`config.mk`:
```
export PLATFORM = sky130hd
export DESIGN_NAME = reg_scoreboard
export DESIGN_NICKNAME = d
export VERILOG_FILES = /design/src/rtl/sb_pkg.sv /design/src/rtl/sb_regtags.sv /design/src/rtl/sb_unit_slot.sv /design/src/rtl/sb_wb_arb.sv /design/src/rtl/reg_scoreboard.sv
export SDC_FILE = /design/constraint.sdc
export NUM_CORES = 1
export LEC_CHECK = 0
export BUFFER_PORTS_ARGS = -buffer_cell sky130_fd_sc_hd__buf_2
export CAP_MARGIN = 15
export CORE_MARGIN = 2
export CORE_UTILIZATION = 50
export DETAILED_ROUTE_END_ITERATION = 8
export HOLD_SLACK_MARGIN = 0.06
export PLACE_DENSITY = 0.74
export SYNTH_ARGS = -nofsm -noshare
export SYNTH_HDL_FRONTEND = slang
export SYNTH_SLANG_ARGS = --single-unit
```
`constraint.sdc`:
```
create_clock -name clk -period 6.6 [get_ports clk]
set_input_delay 1.65 -clock clk [delete_from_list [all_inputs] [get_ports clk]]
set_output_delay 1.65 -clock clk [all_outputs]
set_load 0.05 [all_outputs]
```
`src/rtl/sb_pkg.sv`:
```
package sb_pkg;
  typedef enum logic [1:0] {
    SLOT_IDLE = 2'd0,
    SLOT_WAIT = 2'd1,
    SLOT_EXEC = 2'd2
  } slot_st_e;
endpackage

```
`src/rtl/sb_regtags.sv`:
```
// Per-register hazard-prone tag bits: set by an issued write, cleared by its completion.
module sb_regtags #(
  parameter int NREG = 8,
  localparam int RW = $clog2(NREG)
) (
  input  logic            clk,
  input  logic            rst_n,
  input  logic            set_en,
  input  logic [RW-1:0]   set_reg,
  input  logic            clr_en,
  input  logic [RW-1:0]   clr_reg,
  output logic [NREG-1:0] pending
);
  for (genvar r = 0; r < NREG; r++) begin : g_tag
    always_ff @(posedge clk or negedge rst_n) begin
      if (!rst_n) begin
        pending[r] <= 1'b0;
      end else if (set_en && set_reg == RW'(r)) begin
        pending[r] <= 1'b1;
      end else if (clr_en && clr_reg == RW'(r)) begin
        pending[r] <= 1'b0;
      end
    end
  end
endmodule

```
`src/rtl/sb_unit_slot.sv`:
```
// One functional unit's reservation: idle, waiting for operands, executing.
module sb_unit_slot
  import sb_pkg::*;
#(
  parameter int RW = 3
) (
  input  logic          clk,
  input  logic          rst_n,
  input  logic          load,
  input  logic [RW-1:0] ld_dst,
  input  logic [RW-1:0] ld_src_a,
  input  logic          ld_use_a,
  input  logic          ld_wait_a,
  input  logic [RW-1:0] ld_src_b,
  input  logic          ld_use_b,
  input  logic          ld_wait_b,
  input  logic          wr_valid,
  input  logic [RW-1:0] wr_reg,
  input  logic          wr_self,
  input  logic          rd_done,
  output logic          busy,
  output logic          waiting,
  output logic          executing,
  output logic [RW-1:0] dst,
  output logic [RW-1:0] src_a,
  output logic          use_a,
  output logic          wait_a,
  output logic [RW-1:0] src_b,
  output logic          use_b,
  output logic          wait_b,
  output logic          rd_go
);
  slot_st_e st;
  logic     hit_a, hit_b, ok_a, ok_b;

  assign busy      = (st != SLOT_IDLE);
  assign waiting   = (st == SLOT_WAIT);
  assign executing = (st == SLOT_EXEC);

  // A completion in this cycle releases a waiting source at once (bypass).
  assign hit_a = wr_valid && (wr_reg == src_a);
  assign hit_b = wr_valid && (wr_reg == src_b);
  assign ok_a  = !use_a || !wait_a || hit_a;
  assign ok_b  = !use_b || !wait_b || hit_b;
  assign rd_go = waiting && ok_a && ok_b;

  always_ff @(posedge clk or negedge rst_n) begin
    if (!rst_n) begin
      st     <= SLOT_IDLE;
      dst    <= '0;
      src_a  <= '0;
      src_b  <= '0;
      use_a  <= 1'b0;
      use_b  <= 1'b0;
      wait_a <= 1'b0;
      wait_b <= 1'b0;
    end else begin
      unique case (st)
        SLOT_IDLE: begin
          if (load) begin
            st     <= SLOT_WAIT;
            dst    <= ld_dst;
            src_a  <= ld_src_a;
            src_b  <= ld_src_b;
            use_a  <= ld_use_a;
            use_b  <= ld_use_b;
            wait_a <= ld_use_a && ld_wait_a;
            wait_b <= ld_use_b && ld_wait_b;
          end
        end
        SLOT_WAIT: begin
          if (hit_a) wait_a <= 1'b0;
          if (hit_b) wait_b <= 1'b0;
          if (rd_done && rd_go) begin
            st    <= SLOT_EXEC;
            use_a <= 1'b0;
            use_b <= 1'b0;
          end
        end
        SLOT_EXEC: begin
          if (wr_self) st <= SLOT_IDLE;
        end
        default: st <= SLOT_IDLE;
      endcase
    end
  end
endmodule

```
`src/rtl/sb_wb_arb.sv`:
```
// Write-back arbiter: blocks write-after-read conflicts, grants the lowest eligible unit.
module sb_wb_arb #(
  parameter int NFU = 4,
  parameter int RW  = 3
) (
  input  logic [NFU-1:0]         executing,
  input  logic [NFU-1:0]         wb_req,
  input  logic [NFU-1:0]         waiting,
  input  logic [NFU-1:0][RW-1:0] dst,
  input  logic [NFU-1:0][RW-1:0] src_a,
  input  logic [NFU-1:0]         use_a,
  input  logic [NFU-1:0]         wait_a,
  input  logic [NFU-1:0][RW-1:0] src_b,
  input  logic [NFU-1:0]         use_b,
  input  logic [NFU-1:0]         wait_b,
  output logic [NFU-1:0]         grant
);
  logic [NFU-1:0] war_hit;
  logic [NFU-1:0] eligible;

  for (genvar f = 0; f < NFU; f++) begin : g_war
    always_comb begin
      war_hit[f] = 1'b0;
      for (int g = 0; g < NFU; g++) begin
        // An unread source not waiting on a write wants the current (old) value.
        if (waiting[g] &&
            ((use_a[g] && !wait_a[g] && src_a[g] == dst[f]) ||
             (use_b[g] && !wait_b[g] && src_b[g] == dst[f]))) begin
          war_hit[f] = 1'b1;
        end
      end
    end
  end

  assign eligible = executing & wb_req & ~war_hit;
  assign grant    = eligible & (~eligible + NFU'(1));
endmodule

```
`src/rtl/reg_scoreboard.sv`:
```
module reg_scoreboard #(
  parameter int NREG = 8,
  parameter int NFU  = 4,
  localparam int RW = $clog2(NREG),
  localparam int UW = $clog2(NFU)
) (
  input  logic            clk,
  input  logic            rst_n,
  input  logic            iss_valid,
  output logic            iss_ready,
  input  logic [RW-1:0]   iss_dst,
  input  logic [RW-1:0]   iss_src_a,
  input  logic            iss_use_a,
  input  logic [RW-1:0]   iss_src_b,
  input  logic            iss_use_b,
  input  logic [UW-1:0]   iss_unit,
  output logic [NFU-1:0]  rd_go,
  input  logic [NFU-1:0]  rd_done,
  input  logic [NFU-1:0]  wb_req,
  output logic [NFU-1:0]  wb_grant,
  output logic [NREG-1:0] reg_busy,
  output logic [NFU-1:0]  unit_busy
);
  logic                   iss_fire;
  logic                   wr_valid;
  logic [RW-1:0]          wr_reg;
  logic                   ld_wait_a, ld_wait_b;
  logic [NFU-1:0]         waiting, executing;
  logic [NFU-1:0][RW-1:0] dst_q, src_a_q, src_b_q;
  logic [NFU-1:0]         use_a_q, use_b_q, wait_a_q, wait_b_q;

  assign iss_ready = !reg_busy[iss_dst] && !unit_busy[iss_unit];
  assign iss_fire  = iss_valid && iss_ready;

  assign wr_valid = |wb_grant;
  always_comb begin
    wr_reg = '0;
    for (int i = 0; i < NFU; i++) begin
      if (wb_grant[i]) wr_reg = dst_q[i];
    end
  end

  // A source completing in the issue cycle is already valid.
  assign ld_wait_a = reg_busy[iss_src_a] && !(wr_valid && wr_reg == iss_src_a);
  assign ld_wait_b = reg_busy[iss_src_b] && !(wr_valid && wr_reg == iss_src_b);

  sb_regtags #(.NREG(NREG)) tags_i (
    .clk     (clk),
    .rst_n   (rst_n),
    .set_en  (iss_fire),
    .set_reg (iss_dst),
    .clr_en  (wr_valid),
    .clr_reg (wr_reg),
    .pending (reg_busy)
  );

  for (genvar u = 0; u < NFU; u++) begin : g_slot
    sb_unit_slot #(.RW(RW)) slot_i (
      .clk       (clk),
      .rst_n     (rst_n),
      .load      (iss_fire && iss_unit == UW'(u)),
      .ld_dst    (iss_dst),
      .ld_src_a  (iss_src_a),
      .ld_use_a  (iss_use_a),
      .ld_wait_a (ld_wait_a),
      .ld_src_b  (iss_src_b),
      .ld_use_b  (iss_use_b),
      .ld_wait_b (ld_wait_b),
      .wr_valid  (wr_valid),
      .wr_reg    (wr_reg),
      .wr_self   (wb_grant[u]),
      .rd_done   (rd_done[u]),
      .busy      (unit_busy[u]),
      .waiting   (waiting[u]),
      .executing (executing[u]),
      .dst       (dst_q[u]),
      .src_a     (src_a_q[u]),
      .use_a     (use_a_q[u]),
      .wait_a    (wait_a_q[u]),
      .src_b     (src_b_q[u]),
      .use_b     (use_b_q[u]),
      .wait_b    (wait_b_q[u]),
      .rd_go     (rd_go[u])
    );
  end

  sb_wb_arb #(.NFU(NFU), .RW(RW)) arb_i (
    .executing (executing),
    .wb_req    (wb_req),
    .waiting   (waiting),
    .dst       (dst_q),
    .src_a     (src_a_q),
    .use_a     (use_a_q),
    .wait_a    (wait_a_q),
    .src_b     (src_b_q),
    .use_b     (use_b_q),
    .wait_b    (wait_b_q),
    .grant     (wb_grant)
  );
endmodule

```
# Yosys cells after proc, flatten, opt, wreduce, memory -nomap -nowiden
# Cells that the tools add are included.
[op_classes] add_sub_neg=1 order_cmp=4 eq_ne=87 n_mux=104 n_bitwise=5 reduce_logical=200
[op_table] operator="$eq 3x3->1" count=42
[op_table] operator="$logic_and 1x1->1" count=104
[op_table] operator="$mux 1" count=64
[op_table] operator="$reduce_and 3->1" count=16
[op_table] operator="$logic_or 1x1->1" count=32
[op_table] operator="$ne 2x2->1 const B" count=16
[op_table] operator="$pmux 1 s2" count=16
[op_table] operator="$reduce_bool 2->1" count=16
[op_table] operator="$eq 3x3->1 const B" count=8
[op_table] operator="$mux 2" count=12
[op_table] operator="$pmux 2 s3" count=4
[op_table] operator="$logic_not 1->1" count=20
[op_table] operator="$and 4x4->4" count=3
[op_table] operator="$eq 2x2->1 const B" count=6
[op_table] operator="$eq 3x2->1 const B" count=4
[op_table] operator="$lt 3x4->1 const B" count=3
[op_table] operator="$mux 3" count=4
[op_table] operator="$eq 2x1->1 const B" count=5
[op_table] operator="$logic_not 2->1" count=5
[op_table] operator="$bmux 1 s3" count=3
[op_table] operator="$ne 2x1->1 const B" count=4
[op_table] operator="$not 4->4" count=2
[op_table] operator="$reduce_and 2->1" count=4
[op_table] operator="$eq 3x1->1 const B" count=2
[op_table] operator="other kinds (5)" count=6
[totals] regBits=68 in_bits=24 out_inout_bits=21 word_cells=441

# Longest topological paths before layout
# Gate-level depths: netlist of run 1.
[logic_depth] word_depth=26 ltp_mapped=14 depth_no_buf=13

# By module
# A second synthesis of run 1 with hierarchy kept.
[hier_totals] hier_cells=529 area_unflattened_um2=5492.8
[by_module_without_submodules] module="sb_unit_slot" n_inst=4 cells_per_inst=69 area_per_inst_um2=815.8
[by_module_without_submodules] module="sb_wb_arb" n_inst=1 cells_per_inst=178 area_per_inst_um2=1373.8
[by_module_without_submodules] module="reg_scoreboard" n_inst=1 cells_per_inst=45 area_per_inst_um2=474.2
[by_module_without_submodules] module="sb_regtags" n_inst=1 cells_per_inst=30 area_per_inst_um2=381.6

# Worst setup path after synthesis of run 1
# Ideal clock, no wire load.
[synth_path] kind="input port to output port" from="in iss_dst[0]" to="out iss_ready" arrival_ps=5116 required_time_ps=4950 slack_ps=-166 stages=3 path_buffers=1 cell_sequence="clkbuf_1 > mux4_2 > a2111oi_0"
[synth_via] elab_chain_cells=4
[synth_rtl] item="from (decl)" line_no="reg_scoreboard.sv:11" rtl="input logic [RW-1:0] iss_dst,"
[synth_rtl] item="$bmux 1 s3" line_no="reg_scoreboard.sv:32" rtl="assign iss_ready = !reg_busy[iss_dst] && !unit_busy[iss_unit];"
[synth_rtl] item="$mux 1 (not written as such)" line_no="reg_scoreboard.sv:32"
[synth_rtl] item="$logic_not 1->1" line_no="reg_scoreboard.sv:32"
[synth_rtl] item="$logic_and 1x1->1" line_no="reg_scoreboard.sv:32"
[synth_rtl] item="to (decl)" line_no="reg_scoreboard.sv:10" rtl="output logic iss_ready,"
# Every way passes these cells. The select of a mux whose other input is x is not followed.

# Worst setup path in the final report of run 1
[layout_path] from="in wb_req[1]" to="out rd_go[2]"
[layout_via] elab_chain_cells=13 word_cells_on_any_way=17 cone_classes="add/sub: 1; eq/ne: 2; mux: 3; bitwise: 4; reduce/logical: 7"
[layout_rtl] item="from (decl)" line_no="reg_scoreboard.sv:19" rtl="input logic [NFU-1:0] wb_req,"
[layout_rtl] item="$and 4x4->4 * (2 in series)" line_no="sb_wb_arb.sv:35" rtl="assign eligible = executing & wb_req & ~war_hit;"
[layout_rtl] item="$not 4->4" line_no="sb_wb_arb.sv:36" rtl="assign grant = eligible & (~eligible + NFU'(1));"
[layout_rtl] item="$add 4x1->4" line_no="sb_wb_arb.sv:36"
[layout_rtl] item="$and 4x4->4 *" line_no="sb_wb_arb.sv:36"
[layout_rtl] item="$mux 3 (3 in series)" line_no="reg_scoreboard.sv:39" rtl="if (wb_grant[i]) wr_reg = dst_q[i];"
[layout_rtl] item="$eq 3x3->1" line_no="sb_unit_slot.sv:41" rtl="assign hit_a = wr_valid && (wr_reg == src_a);"
[layout_rtl] item="$logic_and 1x1->1" line_no="sb_unit_slot.sv:41"
[layout_rtl] item="$logic_or 1x1->1" line_no="sb_unit_slot.sv:43" rtl="assign ok_a = !use_a || !wait_a || hit_a;"
[layout_rtl] item="$logic_and 1x1->1" line_no="sb_unit_slot.sv:45" rtl="assign rd_go = waiting && ok_a && ok_b;"
[layout_rtl] item="$logic_and 1x1->1 *" line_no="sb_unit_slot.sv:45"
[layout_rtl] item="to (decl)" line_no="reg_scoreboard.sv:17" rtl="output logic [NFU-1:0] rd_go,"
# Mark *: on every way between the ends. The rest lies on a longest branch, timed or not.

==> results of run 1 <==
==> cells in the final DEF, fill, tap and decap left out, drive strengths merged, types with 3 or more instances in the layout <==
cell type and instances:
nand4 25, or3 3, or4 8, o311ai 6, inv 21, o31ai 6, mux2i 11, nand2b 10
o21ai 27, clkbuf 9, mux2 25, nor3 7, nor2 15, clkinvlp 3, dfrtp 68, nand3 9
mux4 6, a31o 3, nor4 10, xnor2 67, nor2b 12, o22ai 4, a21o 5, a21oi 19
a31oi 5, and2 8, buf 54, and3 4, xor2 23, nand2 85
==> Yosys cell counts (6+ instances only) <==
cell / instances
clkbuf_1: 13
buf_4: 21
xor2_1: 23
o21ai_0: 22
and2_1: 8
nand2b_1: 9
mux2i_1: 11
mux2_2: 21
nor2_1: 15
or4_1: 6
dfrtp_1: 68
inv_1: 19
a21oi_1: 18
nor4_1: 9
buf_2: 24
nand3_1: 9
nand4_1: 23
xnor2_1: 67
nor2b_1: 12
mux4_2: 6
nor3_1: 6
nand2_1: 85
buf_6: 7
==> layout make-up <==
class | count | area, um^2
well taps | 136 | 170
clock inverters | 6 | 66.3
repair buffers | 54 | 295
multi-input cells | 429 | 3120
fillers | 955 | 4770
flip-flops and latches | 68 | 1700
inverters | 21 | 78.8
clock buffers | 9 | 124
==> cell families (layout without fill, tap and decap cells) <==
family	after synthesis	after routing	share of synthesized area, %
AND/OR/NAND/NOR	202	202	19.7
AO/OA/AOI/OAI	95	95	14.0
XOR/XNOR	90	90	14.9
buffers and inverters	87	90	9.20
flip-flops	68	68	32.1
multiplexers	42	42	10.2
==> routing by layer <==
metal  vias up  GRT usage (%)
met1      2162           39.6
met2       264           45.2
met5         -              0
li1       2015              -
met3        48           5.59
met4         0           12.7
==> worst paths after layout <==
| check | start | end | slack (ns) | cells past startpoint |
|---|---|---|---|---|
| max in group asynchronous | rst_n | g_slot[2].slot_i.src_a[2] | 4.52 | 2 |
| min | g_slot[0].slot_i.use_a | g_slot[0].slot_i.use_a | 0.54 | 2 |
| max | wb_req[1] | rd_go[2] | 0.55 | 10 |
| min in group asynchronous | rst_n | g_slot[3].slot_i.use_b | 1.49 | 2 |
| max reg2reg | g_slot[0].slot_i.dst[2] | g_slot[2].slot_i.wait_b | 2.62 | 12 |
| min reg2reg | g_slot[0].slot_i.use_a | g_slot[0].slot_i.use_a | 0.54 | 2 |
==> critical path: stages <==
cell      delay, ns
buf_2          0.11
nand2_1        0.06
or4_4          0.56
a311oi_1       0.49
o21ai_1        0.29
buf_4          0.27
xor2_1         0.19
o311ai_4       0.34
and2_1         0.17
buf_2          0.25
==> power by group through the flow <==
stage | Clock, mW | Combinational [mW] | Sequential [mW]
2_1_floorplan | 0 | 1.70 | 0.789
3_3_place_gp | 0 | 1.74 | 1.02
3_5_place_dp | 0 | 1.79 | 1.03
4_1_cts | 0.349 | 1.80 | 1.02
5_1_grt | 0.366 | 1.96 | 1.06
6_report | 0.345 | 1.82 | 1.03
==> state kept, by name (all words and copies together), names as in the netlist <==
signal	cells
tags_i.pending	8
g_slot.slot_i.src_a	12
g_slot.slot_i.dst	12
g_slot.slot_i.wait_b	4
g_slot.slot_i.use_a	4
g_slot.slot_i.wait_a	4
g_slot.slot_i.src_b	12
g_slot.slot_i.use_b	4
g_slot.slot_i.st	8
==> metrics by stage <==
step                std cells  util [%]  area, um^2  setup WS (ns)
finish                    723      53.8        5550          0.550
CTS                       723      53.8        5550          0.627
detailed placement        708      51.9        5360          0.633
floorplan                 584         -        5310          0.547
global placement          708      51.9        5360          0.662
global route              723      53.8        5550          0.456
==> results.yml, run 1 <==
setup_path:
  arrival_ns: 4.40
  worst_setup_path_end_kind: "output pin"
  worstSetupStartpointType: "primary input"
  path_class: "in2out"
  critPathRequiredTime_ns: 4.95
  crit_fanout: 10
clocking:
  cts_resized: 0
  clock_tree.root_cell: "clkbuf_8"
  cts_tree: "done"
  h-tree-depth: 3
  insertion_delay_ns: 0.36
  numCtsBuffers: 9
  cts.sinks: 68
  cts_setup_buffers: 0
  clk_pin_slew_ns: 0.07
  cts_max_path_buffers: 2
  hold_buffers: 0
finish:
  syn2layout_area_growth_pct: 4.67
  antenna_cells: 0
  layout-drive-gt1-share_pct: 20.8
  nets: 607
floorplan:
  die_area_mm2: 0.0114
  core-area_mm2: 0.0103
  die_w_um: 107
  io_pins: 45
  die-height_um: 107
  fp-row-count: 37
  initial_core_util_pct: 51.4
status:
  status: "completed"
detailed_routing:
  wl_met3_mm: 1.47
  wl_met2_mm: 7.20
  drc: 0
  dr.first_iter.drc_count: 487
  top_layer_used: "met4"
  vias: 4489
  firstDrtPassIters: 5
  wl_per_cell_um: 22.2
  routed_wl_mm: 16.0
  met1_length_mm: 6.70
  viasPerCell: 6.21
  postRouteAntennaNets: 0
power_and_ir_drop:
  switchingPower_mw: 1.67
  sequentialPowerShare_pct: 32.3
  p_int_mw: 1.53
  combPwrFrac_pct: 56.9
  power.density_mw_per_mm2: 576
  leakagePower_nw: 2.37
  p_sw_share_pct: 52.1
  ir_worst_vdd_mv: 0.291
  clkPwrFrac_pct: 10.8
  power_mw: 3.20
synth:
  syn_area_per_cell_um2: 9.08
  yosys-top-cells-area: "dfrtp_1, xnor2_1, nand2_1"
  ys_ff_latch: 68
  netlist_area_mm2: 0.00530
  synthCells: 584
  async_flop_share_pct: 100
  synth_top_area_share_pct: 32.1
  yosysTopAreaCell: "dfrtp_1"
  syn-num-nets: 608
  synth-edff-count: 0
  yosys.cell_types.count: 64
  yosys_warnings: 0
  synth_ff_type: "dfrtp_1"
  synth-seq-area-share_pct: 32.1
placement:
  place_hpwl_mm: 11.7
  gp_congestion: 0.991
  placement.io_buffers: 44
timing:
  fin_crit_ns: 6.05
  tightest_slew_ns: 0.888
  drv_slew: 0
  max_freq_mhz: 165
  slew_headroom_pct: 40.5
  finalSetupViolCount: 0
  finalCritPeriodShare_pct: 91.7
  hold_viol: 0
  whs_ns: 0.543
  worst_clock_skew_ns: 0.0138
  rsz0062_at_grt: "no"
  finalSetupTns_ns: 0
worst_hold_path:
  hp-class: "reg2reg"
global_route:
  grt_max_degree: 69
  gr-total-overflow: 0
  grt_pass1_wl_mm: 24.7
  antenna_found_initial: 0
  globalRouteTotalUtil_pct: 29.1
  grt_pass1_vias: 4387
flow_run:
  maxCapViolCount: 0
Note: power is estimated with default switching activity, not from simulation.
==> inputs of run 2 (changes only) <==
==> constraint.sdc (replaced) <==
create_clock -name clk -period 6.6 [get_ports clk]
set_input_delay 0.66 -clock clk [delete_from_list [all_inputs] [get_ports clk]]
set_output_delay 0.66 -clock clk [all_outputs]
set_load 0.05 [all_outputs]
==> run 2 against run 1 <==
- flip-flop and latch count is the same
- design area fell by 0.14%
- maximum frequency grew 21%
- critical path depth is 2 higher
- total power grew 1.2%
- non-clock buffer count is 5 lower
- combinational power is essentially flat
- first-iteration DRC count shrank 18%
- clock power up 13%
- sequential power about the same
- count of clock-buffer cells in the layout up 4
==> results.yml, run 2 (synthesis results as in run 1) <==
clocking:
  hold_buffers: 0
  clk_pin_slew_ns: 0.08
  cts.sinks: 68
  cts_max_path_buffers: 2
  cts_setup_buffers: 0
  h-tree-depth: 3
  numCtsBuffers: 9
  cts_resized: 0
  insertion_delay_ns: 0.37
  cts_tree: "done"
  clock_tree.root_cell: "clkbuf_8"
finish:
  multi_input_area_mm2: 0.00311
  final_common_cell: "nand2_1"
  nFillCells: 954
  final_cell_mix: "nand2_1, dfrtp_1, xnor2_1"
  nets: 602
  regArea_mm2: 0.00170
  layout-drive-gt1-share_pct: 20.2
  syn2layout_area_growth_pct: 4.53
  antenna_cells: 0
  largestRegisters: "g_slot.slot_i.dst: 12 flops, g_slot.slot_i.src_a: 12 flops, g_slot.slot_i.src_b: 12 flops"
floorplan:
  initial_core_util_pct: 51.4
  die_area_mm2: 0.0114
  core-area_mm2: 0.0103
  die-height_um: 107
  fp-row-count: 37
  io_pins: 45
  die_w_um: 107
placement:
  place_hpwl_mm: 12.1
  gp_congestion: 1.04
  placement.io_buffers: 44
  place_ws_ns: 2.11
flow_run:
  maxCapViolCount: 0
detailed_routing:
  vias: 4472
  firstDrtPassIters: 6
  wl_per_cell_um: 23.1
  viasPerCell: 6.22
  postRouteAntennaNets: 0
  dr.first_iter.drc_count: 399
  routed_wl_mm: 16.6
  drc: 0
timing:
  worst_clock_skew_ns: 0.00739
  fin_crit_ns: 4.98
  drv_slew: 0
  hold_viol: 0
  rsz0062_at_grt: "no"
  setup_ws_ns: 1.62
  finalCritPeriodShare_pct: 75.5
  finalSetupTns_ns: 0
  slew_headroom_pct: 39.7
  tightest_slew_ns: 0.904
  finalSetupViolCount: 0
  max_freq_mhz: 201
setup_path:
  arrival_ns: 4.32
  path_class: "reg2out"
  critPathRequiredTime_ns: 5.94
  worst_setup_path_end_kind: "output pin"
  crit_fanout: 9
  worstSetupStartpointType: "flip-flop"
global_route:
  globalRouteTotalUtil_pct: 30.6
  antenna_found_initial: 0
  gr-total-overflow: 0
  grt_max_degree: 69
  grt_pass1_wl_mm: 25.5
  grt_pass1_vias: 4415
power_and_ir_drop:
  ir_worst_vdd_mv: 0.272
  leakagePower_nw: 2.37
  power_mw: 3.24
  power.density_mw_per_mm2: 584
worst_hold_path:
  hp-class: "in2async"
status:
  status: "completed"
==> run 2: changes by cell type in the layout (fill, tap and decap cells not counted), sizes merged <==
cell,change
clkinv,-1
clkbuf,+4
clkinvlp,-2
buf,-5
==> run 2: metal layers <==
metal  track usage (%)  vias up  part of all wire [%]
li1                  -     2000                     -
met2              48.4      222                    45
met4              14.5        0                   3.7
met5                 0        -                     0
met1              40.9     2206                    42
met3              4.86       44                   8.5
==> run 2: critical path, stage by stage, from the launching register on <==
cell	delay (ns)
dfrtp_1	0.74
xnor2_1	0.13
nand4_1	0.12
a21oi_1	0.17
nor4_1	0.71
nor2_1	0.21
nand3_1	0.22
inv_2	0.12
a221o_1	0.50
mux2_4	0.35
o311ai_4	0.27
and2_1	0.17
buf_2	0.26
==> run 2: through the flow <==
stage	hold slack (ns)	cell area, um^2	cells	utilization, %
finish	0.490	5540	719	53.7
global route	0.565	5540	719	53.7
CTS	0.526	5540	719	53.7
detailed placement	0.527	5320	703	51.6
global placement	0.517	5320	703	51.6
floorplan	0.364	5300	584	-
==> run 2: cell type report <==
| cell class | instances | area share, % |
|---|---|---|
| Sequential cell | 68 | 30.7 |
| Clock buffer | 13 | 3.23 |
| Timing Repair Buffer | 49 | 4.65 |
| Inverter | 21 | 1.42 |
| Tap cell | 136 | 3.07 |
| Clock inverter | 3 | 0.767 |
| Multi-Input combinational cell | 429 | 56.2 |
==> run 2: path summary, 6_finish.rpt <==
| check | startpoint | end | slack (ns) | cells after the start |
|---|---|---|---|---|
| hold reg to reg | g_slot[1].slot_i.wait_a | g_slot[1].slot_i.wait_a | 0.54 | 2 |
| hold / removal | rst_n | g_slot[3].slot_i.src_a[2] | 0.49 | 2 |
| max in group asynchronous | rst_n | g_slot[0].slot_i.src_b[1] | 5.51 | 2 |
| min in group clk | g_slot[1].slot_i.wait_a | g_slot[1].slot_i.wait_a | 0.54 | 2 |
| setup reg to reg | g_slot[0].slot_i.dst[1] | g_slot[2].slot_i.wait_b | 2.40 | 13 |
| setup / recovery | g_slot[1].slot_i.dst[0] | rd_go[2] | 1.62 | 12 |
==> run 2: power breakdown <==
part | switching (mW) | leakage [nW] | internal, mW
registers | 0.446 | 0.850 | 0.604
clock network | 0.174 | 0.112 | 0.215
logic | 1.06 | 1.41 | 0.742
total | 1.68 | 2.37 | 1.56
